`config.mk`:
```
export PLATFORM = sky130hd
export DESIGN_NAME = mac_table_engine
export DESIGN_NICKNAME = d
export VERILOG_FILES = /design/src/rtl/mac_table_engine.sv
export SDC_FILE = /design/constraint.sdc
export NUM_CORES = 2
export LEC_CHECK = 0
export BUFFER_PORTS_ARGS = -buffer_cell sky130_fd_sc_hd__clkbuf_2
export CORE_UTILIZATION = 50
export CTS_BUF_LIST = sky130_fd_sc_hd__clkbuf_8 sky130_fd_sc_hd__clkbuf_16
export DETAILED_ROUTE_END_ITERATION = 8
export HOLD_SLACK_MARGIN = 0.05
export PLACE_DENSITY = 0.65
export SLEW_MARGIN = 10
export SYNTH_ARGS = -nofsm -noshare
export SYNTH_HDL_FRONTEND = slang
export SYNTH_SLANG_ARGS = --single-unit
```
`constraint.sdc`:
```
create_clock -name clk -period 19.4 [get_ports clk]
set_input_delay 3.88 -clock clk [delete_from_list [all_inputs] [get_ports clk]]
set_output_delay 3.88 -clock clk [all_outputs]
set_load 0.02 [all_outputs]
```
`src/rtl/mac_table_engine.sv`:
```
module mac_table_engine #(
  parameter int N_ENT = 16,
  parameter int NPORT = 8,
  parameter logic [10:0] MOVE_MASK = 11'h00F,
  parameter logic [3:0] STATIC_ST = 4'hF,
  parameter bit BIG_DB = 1'b0
)(
  input  logic        clk,
  input  logic        rst_n,
  input  logic        wr_en,
  input  logic [2:0]  wr_addr,
  input  logic [15:0] wr_data,
  input  logic [2:0]  rd_addr,
  output logic [15:0] rd_data,
  output logic        busy
);
  localparam int IW = $clog2(N_ENT);

  function automatic int popc(input logic [10:0] m);
    int c;
    c = 0;
    for (int i = 0; i < 11; i++) c += int'(m[i]);
    return c;
  endfunction
  localparam int SHIFT = popc(MOVE_MASK);

  localparam logic [2:0] OPC_LOAD = 3'd1, OPC_NEXT = 3'd4;

  logic [3:0]       t_st  [N_ENT];
  logic [47:0]      t_mac [N_ENT];
  logic [11:0]      t_db  [N_ENT];
  logic [NPORT-1:0] t_pv  [N_ENT];
  logic             t_tr  [N_ENT];

  logic [14:0] op_q;
  logic        busy_q, fin_q;
  logic [IW-1:0] idx_q, hit_i, free_i, best_i;
  logic        hit_f, free_f, best_f;
  logic [47:0] best_mac;
  logic [15:0] data_q, ctrl_q, dbx_q;
  logic [47:0] mac_q;

  wire [2:0]  opc    = op_q[14:12];
  wire [11:0] cmd_db = BIG_DB ? dbx_q[11:0] : {4'd0, ctrl_q[15:12], op_q[3:0]};
  wire [3:0]  cur_st = t_st[idx_q];
  wire        cur_v  = cur_st != 4'd0;
  wire        cur_in = cur_v && t_db[idx_q] == cmd_db;
  wire        cur_key = cur_in && t_mac[idx_q] == mac_q;
  wire        nx_cand = cur_in && (&mac_q || t_mac[idx_q] > mac_q) &&
                        (!best_f || t_mac[idx_q] < best_mac);

  wire        is_fm  = opc == 3'd2 || opc == 3'd3 || opc == 3'd5 || opc == 3'd6;
  wire        fm_one = opc == 3'd5 || opc == 3'd6;
  wire        fm_ns  = opc == 3'd3 || opc == 3'd6;
  wire        fm_hit = cur_v && (!fm_one || t_db[idx_q] == cmd_db) &&
                       (!fm_ns || cur_st != STATIC_ST);

  wire [10:0] vec = data_q[14:4];
  wire [10:0] src = vec & MOVE_MASK;
  wire [10:0] dst = (vec >> SHIFT) & MOVE_MASK;
  wire [NPORT-1:0] one_p   = {{(NPORT-1){1'b0}}, 1'b1};
  wire [NPORT-1:0] src_bit = one_p << src;
  wire [NPORT-1:0] dst_bit = one_p << dst;

  wire [3:0]       ld_st = data_q[3:0];
  wire [NPORT-1:0] ld_pv = data_q[4 +: NPORT];
  wire             last  = idx_q == IW'(N_ENT - 1);

  always_ff @(posedge clk) begin
    if (!rst_n) begin
      op_q <= '0; busy_q <= 1'b0; fin_q <= 1'b0; idx_q <= '0;
      hit_f <= 1'b0; free_f <= 1'b0; best_f <= 1'b0;
      hit_i <= '0; free_i <= '0; best_i <= '0; best_mac <= '0;
      data_q <= '0; ctrl_q <= '0; dbx_q <= '0; mac_q <= '0;
      for (int i = 0; i < N_ENT; i++) begin
        t_st[i] <= '0; t_mac[i] <= '0; t_db[i] <= '0; t_pv[i] <= '0; t_tr[i] <= 1'b0;
      end
    end else begin
      if (wr_en && !busy_q) begin
        case (wr_addr)
          3'd0: begin
            op_q <= wr_data[14:0];
            if (wr_data[15]) begin
              busy_q <= 1'b1; fin_q <= 1'b0; idx_q <= '0;
              hit_f <= 1'b0; free_f <= 1'b0; best_f <= 1'b0;
            end
          end
          3'd1: data_q <= wr_data;
          3'd2: mac_q[47:32] <= wr_data;
          3'd3: mac_q[31:16] <= wr_data;
          3'd4: mac_q[15:0]  <= wr_data;
          3'd5: ctrl_q <= wr_data;
          3'd6: dbx_q  <= wr_data;
          default: ;
        endcase
      end

      if (busy_q && !fin_q) begin
        if (opc == OPC_LOAD) begin
          if (cur_key && !hit_f) begin hit_f <= 1'b1; hit_i <= idx_q; end
          if (!cur_v && !free_f) begin free_f <= 1'b1; free_i <= idx_q; end
        end
        if (opc == OPC_NEXT && nx_cand) begin
          best_f <= 1'b1; best_i <= idx_q; best_mac <= t_mac[idx_q];
        end
        if (is_fm && fm_hit) begin
          if (data_q[3:0] == 4'h0) t_st[idx_q] <= 4'h0;
          else if (data_q[3:0] == 4'hF && |(t_pv[idx_q] & src_bit)) begin
            if (dst == MOVE_MASK) t_st[idx_q] <= 4'h0;
            else t_pv[idx_q] <= (t_pv[idx_q] & ~src_bit) | dst_bit;
          end
        end
        idx_q <= idx_q + 1'b1;
        if (last) fin_q <= 1'b1;
      end

      if (fin_q) begin
        busy_q <= 1'b0;
        fin_q  <= 1'b0;
        if (opc == OPC_LOAD) begin
          if (ld_st != 4'h0) begin
            if (hit_f || free_f) begin
              t_st[hit_f ? hit_i : free_i]  <= ld_st;
              t_mac[hit_f ? hit_i : free_i] <= mac_q;
              t_db[hit_f ? hit_i : free_i]  <= cmd_db;
              t_pv[hit_f ? hit_i : free_i]  <= ld_pv;
              t_tr[hit_f ? hit_i : free_i]  <= data_q[15];
            end
          end else if (hit_f) t_st[hit_i] <= 4'h0;
        end
        if (opc == OPC_NEXT) begin
          if (best_f) begin
            data_q <= {t_tr[best_i], 11'(t_pv[best_i]), t_st[best_i]};
            mac_q  <= t_mac[best_i];
          end else begin
            data_q <= '0;
            mac_q  <= '1;
          end
        end
      end
    end
  end

  always_comb begin
    case (rd_addr)
      3'd0: rd_data = {busy_q, op_q};
      3'd1: rd_data = data_q;
      3'd2: rd_data = mac_q[47:32];
      3'd3: rd_data = mac_q[31:16];
      3'd4: rd_data = mac_q[15:0];
      3'd5: rd_data = ctrl_q;
      3'd6: rd_data = dbx_q;
      default: rd_data = '0;
    endcase
  end

  assign busy = busy_q;
endmodule

```
==> results.txt <==
P_leak: 23.0 nW
Vias post-DR: 48100
Nets: 4972
Final ANT Viol Nets: 0
Final period demand of the worst path: 9940 ps
Synth Instances: 5092
Number of max-cap violations: 0
Synth area leader: edfxtp_1
GPL Wtd Cong: 0.935
Largest family of logic cells by synthesized area: multiplexers
First-pass GRT wire length: 324000 um
GR Overflow Total: 0
Vias in the first global route: 46500
Slew @ Worst Pin: 1350 ps
Syn Std Cell Area: 68000 sq um
Post-synth top cells: edfxtp_1, nor3_1, mux4_2
WP data required: 15520 ps
Critical path capture point type: primary output
Initial DRC Count: 7181
Synth cell types: 66
Starting Density: 0.507
Sequential area share after synthesis: 0.541
FFs w/ async S/R, synth: 0
Pwr dens: 82.0 nW/um^2
Filler cells: 10800
Fmax achieved: 0.101 GHz
Worst-path clk slew: 60 ps
Clk_lat worst skew: 790 ps
Proportion of layout cells with a drive suffix above 1: 0.222
Post-synth net total: 5213
TritonCTS buffer count: 141
Post-CTS Resized: 0
Critical Path AT: 6060 ps
DRC viols: 0
Placed cell area: 69700 sq um
I/O pin count: 42
RSZ-0062 raised after global routing: no
H-tree Lvls: 4
Final hold viol count: 0
Initial antenna violation count: 9
Synthesized flop and latch total: 1292
Die Width: 371 um
Height of the chip: 371 um
Total Power: 6.07 mW
Vias per inst: 7.16
Total die area: 137000 sq um
Cell with the most instances after synthesis: edfxtp_1
Hold buffer count at cts: 0
Top cell type's share of synthesized area: 0.481
Status: finished, final reports clean
Post-CTS Setup Repair Bufs: 0
Post-synth EDFFs: 1088
XOR/XNOR Fraction of Synth Area: 0.00283
Adder-cell share of the synthesized area: 0.0177
CORE AREA: 134000 sq um
CTS tree: done
Peak VDD IR: 98.1 uV
Critical Path Fanout Max: 34
Clock sink count: 1292
Setup CP Type: input pin to primary output
Routed wire per std cell: 33.3 um
Rows: 134
Post-route clock period utilization: 0.512
Top post-synthesis cells by area: edfxtp_1, mux4_2, nor3_1, dfxtp_1, clkbuf_1
CTS max path bufs: 3
Post-synthesis compound-gate area fraction: 0.0458
Post-synthesis simple-gate area fraction: 0.126
Syn_area_per_cell: 13.4 sq um
Ys Warns: 0
DP Wirelength: 129000 um
Slew Limit Fails: 0
HP Class: flop to flop
Port bufs: 41
Startpoint Class: input pin
Top_reg_cell synth: edfxtp_1
Setup Skew: 46.6 ps
Endpoints failing setup: 0
Drt total wl: 224000 um
Post-synthesis mux area share: 0.229
Relative slew slack: 0.100
Area delta synth->final: 8.92%
Pre-Repair DR Iteration Count: 6
Clock tree root buffer cell: clkbuf_16
Tot GR Track Use: 0.326
Largest net degree at the start of global routing: 197
Final non-filler cell area: 74100 sq um
Setup TNS: 0 ps
## per-layer routing
layer / track usage / share of wire
met5: 0 / 0.00025
met3: 0.0940 / 0.13
met4: 0.128 / 0.040
met2: 0.496 / 0.45
met1: 0.443 / 0.37
## report_power, final
part	leakage, nW	internal (mW)	total, mW	switching, mW
registers	12.7	3.09	3.14	0.0504
clock network	2.30	1.47	2.60	1.13
logic	7.97	0.119	0.336	0.217
## worst max-delay path, cell delays in order
cell and delay (ps):
clkbuf_2 540, inv_1 270, nor2_1 650, and2_1 310, a21oi_1 80, o21ai_0 100
clkbuf_2 210
## per-stage QoR
stage / setup slack (ps) / util / hold WS (ps) / cells
after CTS: 9530 / 0.552 / 460 / 6727
after floorplan: 9540 / - / 433 / 5092
final: 9460 / 0.552 / 460 / 6728
after detailed placement: 9540 / 0.519 / 451 / 6476
after global placement: 9590 / 0.519 / 441 / 6476
after global routing: 9250 / 0.552 / 479 / 6727
## layout make-up
| cell class | instances | area (sq um) | share of cell area |
|---|---|---|---|
| multi-input cells | 3134 | 29000 | 0.391 |
| flip-flops and latches | 1292 | 36800 | 0.497 |
| clock inverters | 95 | 601 | 0.00811 |
| inverters | 110 | 423 | 0.00571 |
| well taps | 1768 | 2210 | 0.0299 |
| repair buffers | 172 | 1250 | 0.0169 |
| diodes | 1 | 2.50 | 0.0000338 |
| clock buffers | 156 | 3790 | 0.0512 |
## worst paths after layout
check	startpoint	endpoint	slack, ps	cells past startpoint
worst max register to register	flop	best_mac[2]	12280	14
worst min-delay path	ctrl_q[6]	ctrl_q[6]	460	2
worst max-delay path	rd_addr[0]	rd_data[15]	9460	7
worst min register to register	ctrl_q[6]	ctrl_q[6]	460	2
## sequential cells by signal, indices dropped and copies added, names as in the netlist, 16 cells and up, named ones only
name and cells:
t_tr 16, t_pv 128, mac_q 48, data_q 16, t_mac 768, best_mac 48, t_db 128, dbx_q 16
ctrl_q 16, t_st 64
## layout by cell type, fill, tap and decap left out, types with 11 or more instances in the layout
| cell type | count |
|---|---|
| mux2_2 | 66 |
| edfxtp_1 | 1088 |
| mux2i_1 | 118 |
| ha_1 | 96 |
| nor3b_1 | 18 |
| nand3_1 | 35 |
| dfxtp_1 | 196 |
| mux4_2 | 605 |
| nor3_1 | 893 |
| o31ai_1 | 71 |
| nor2b_1 | 17 |
| a21o_1 | 15 |
| xor2_1 | 11 |
| clkbuf_2 | 40 |
| o21ai_4 | 20 |
| clkinv_1 | 66 |
| nand2_1 | 223 |
| o22ai_1 | 63 |
| inv_1 | 97 |
| o21ai_0 | 77 |
| buf_4 | 127 |
| nor2_1 | 224 |
| and3_1 | 28 |
| clkbuf_16 | 146 |
| nand2b_1 | 12 |
| xnor2_1 | 11 |
| a22oi_1 | 25 |
| clkinv_2 | 22 |
| nand4_1 | 89 |
| a21oi_1 | 159 |
| and2_1 | 133 |
## cells by family after synthesis
logic type / Yosys count
fa+ha+maj: 96
buf+inv: 666
flops: 1292
xor+xnor: 22
simple gates: 1719
mux: 789
compound gates: 508
No activity file was read; power rests on OpenSTA's default activity.
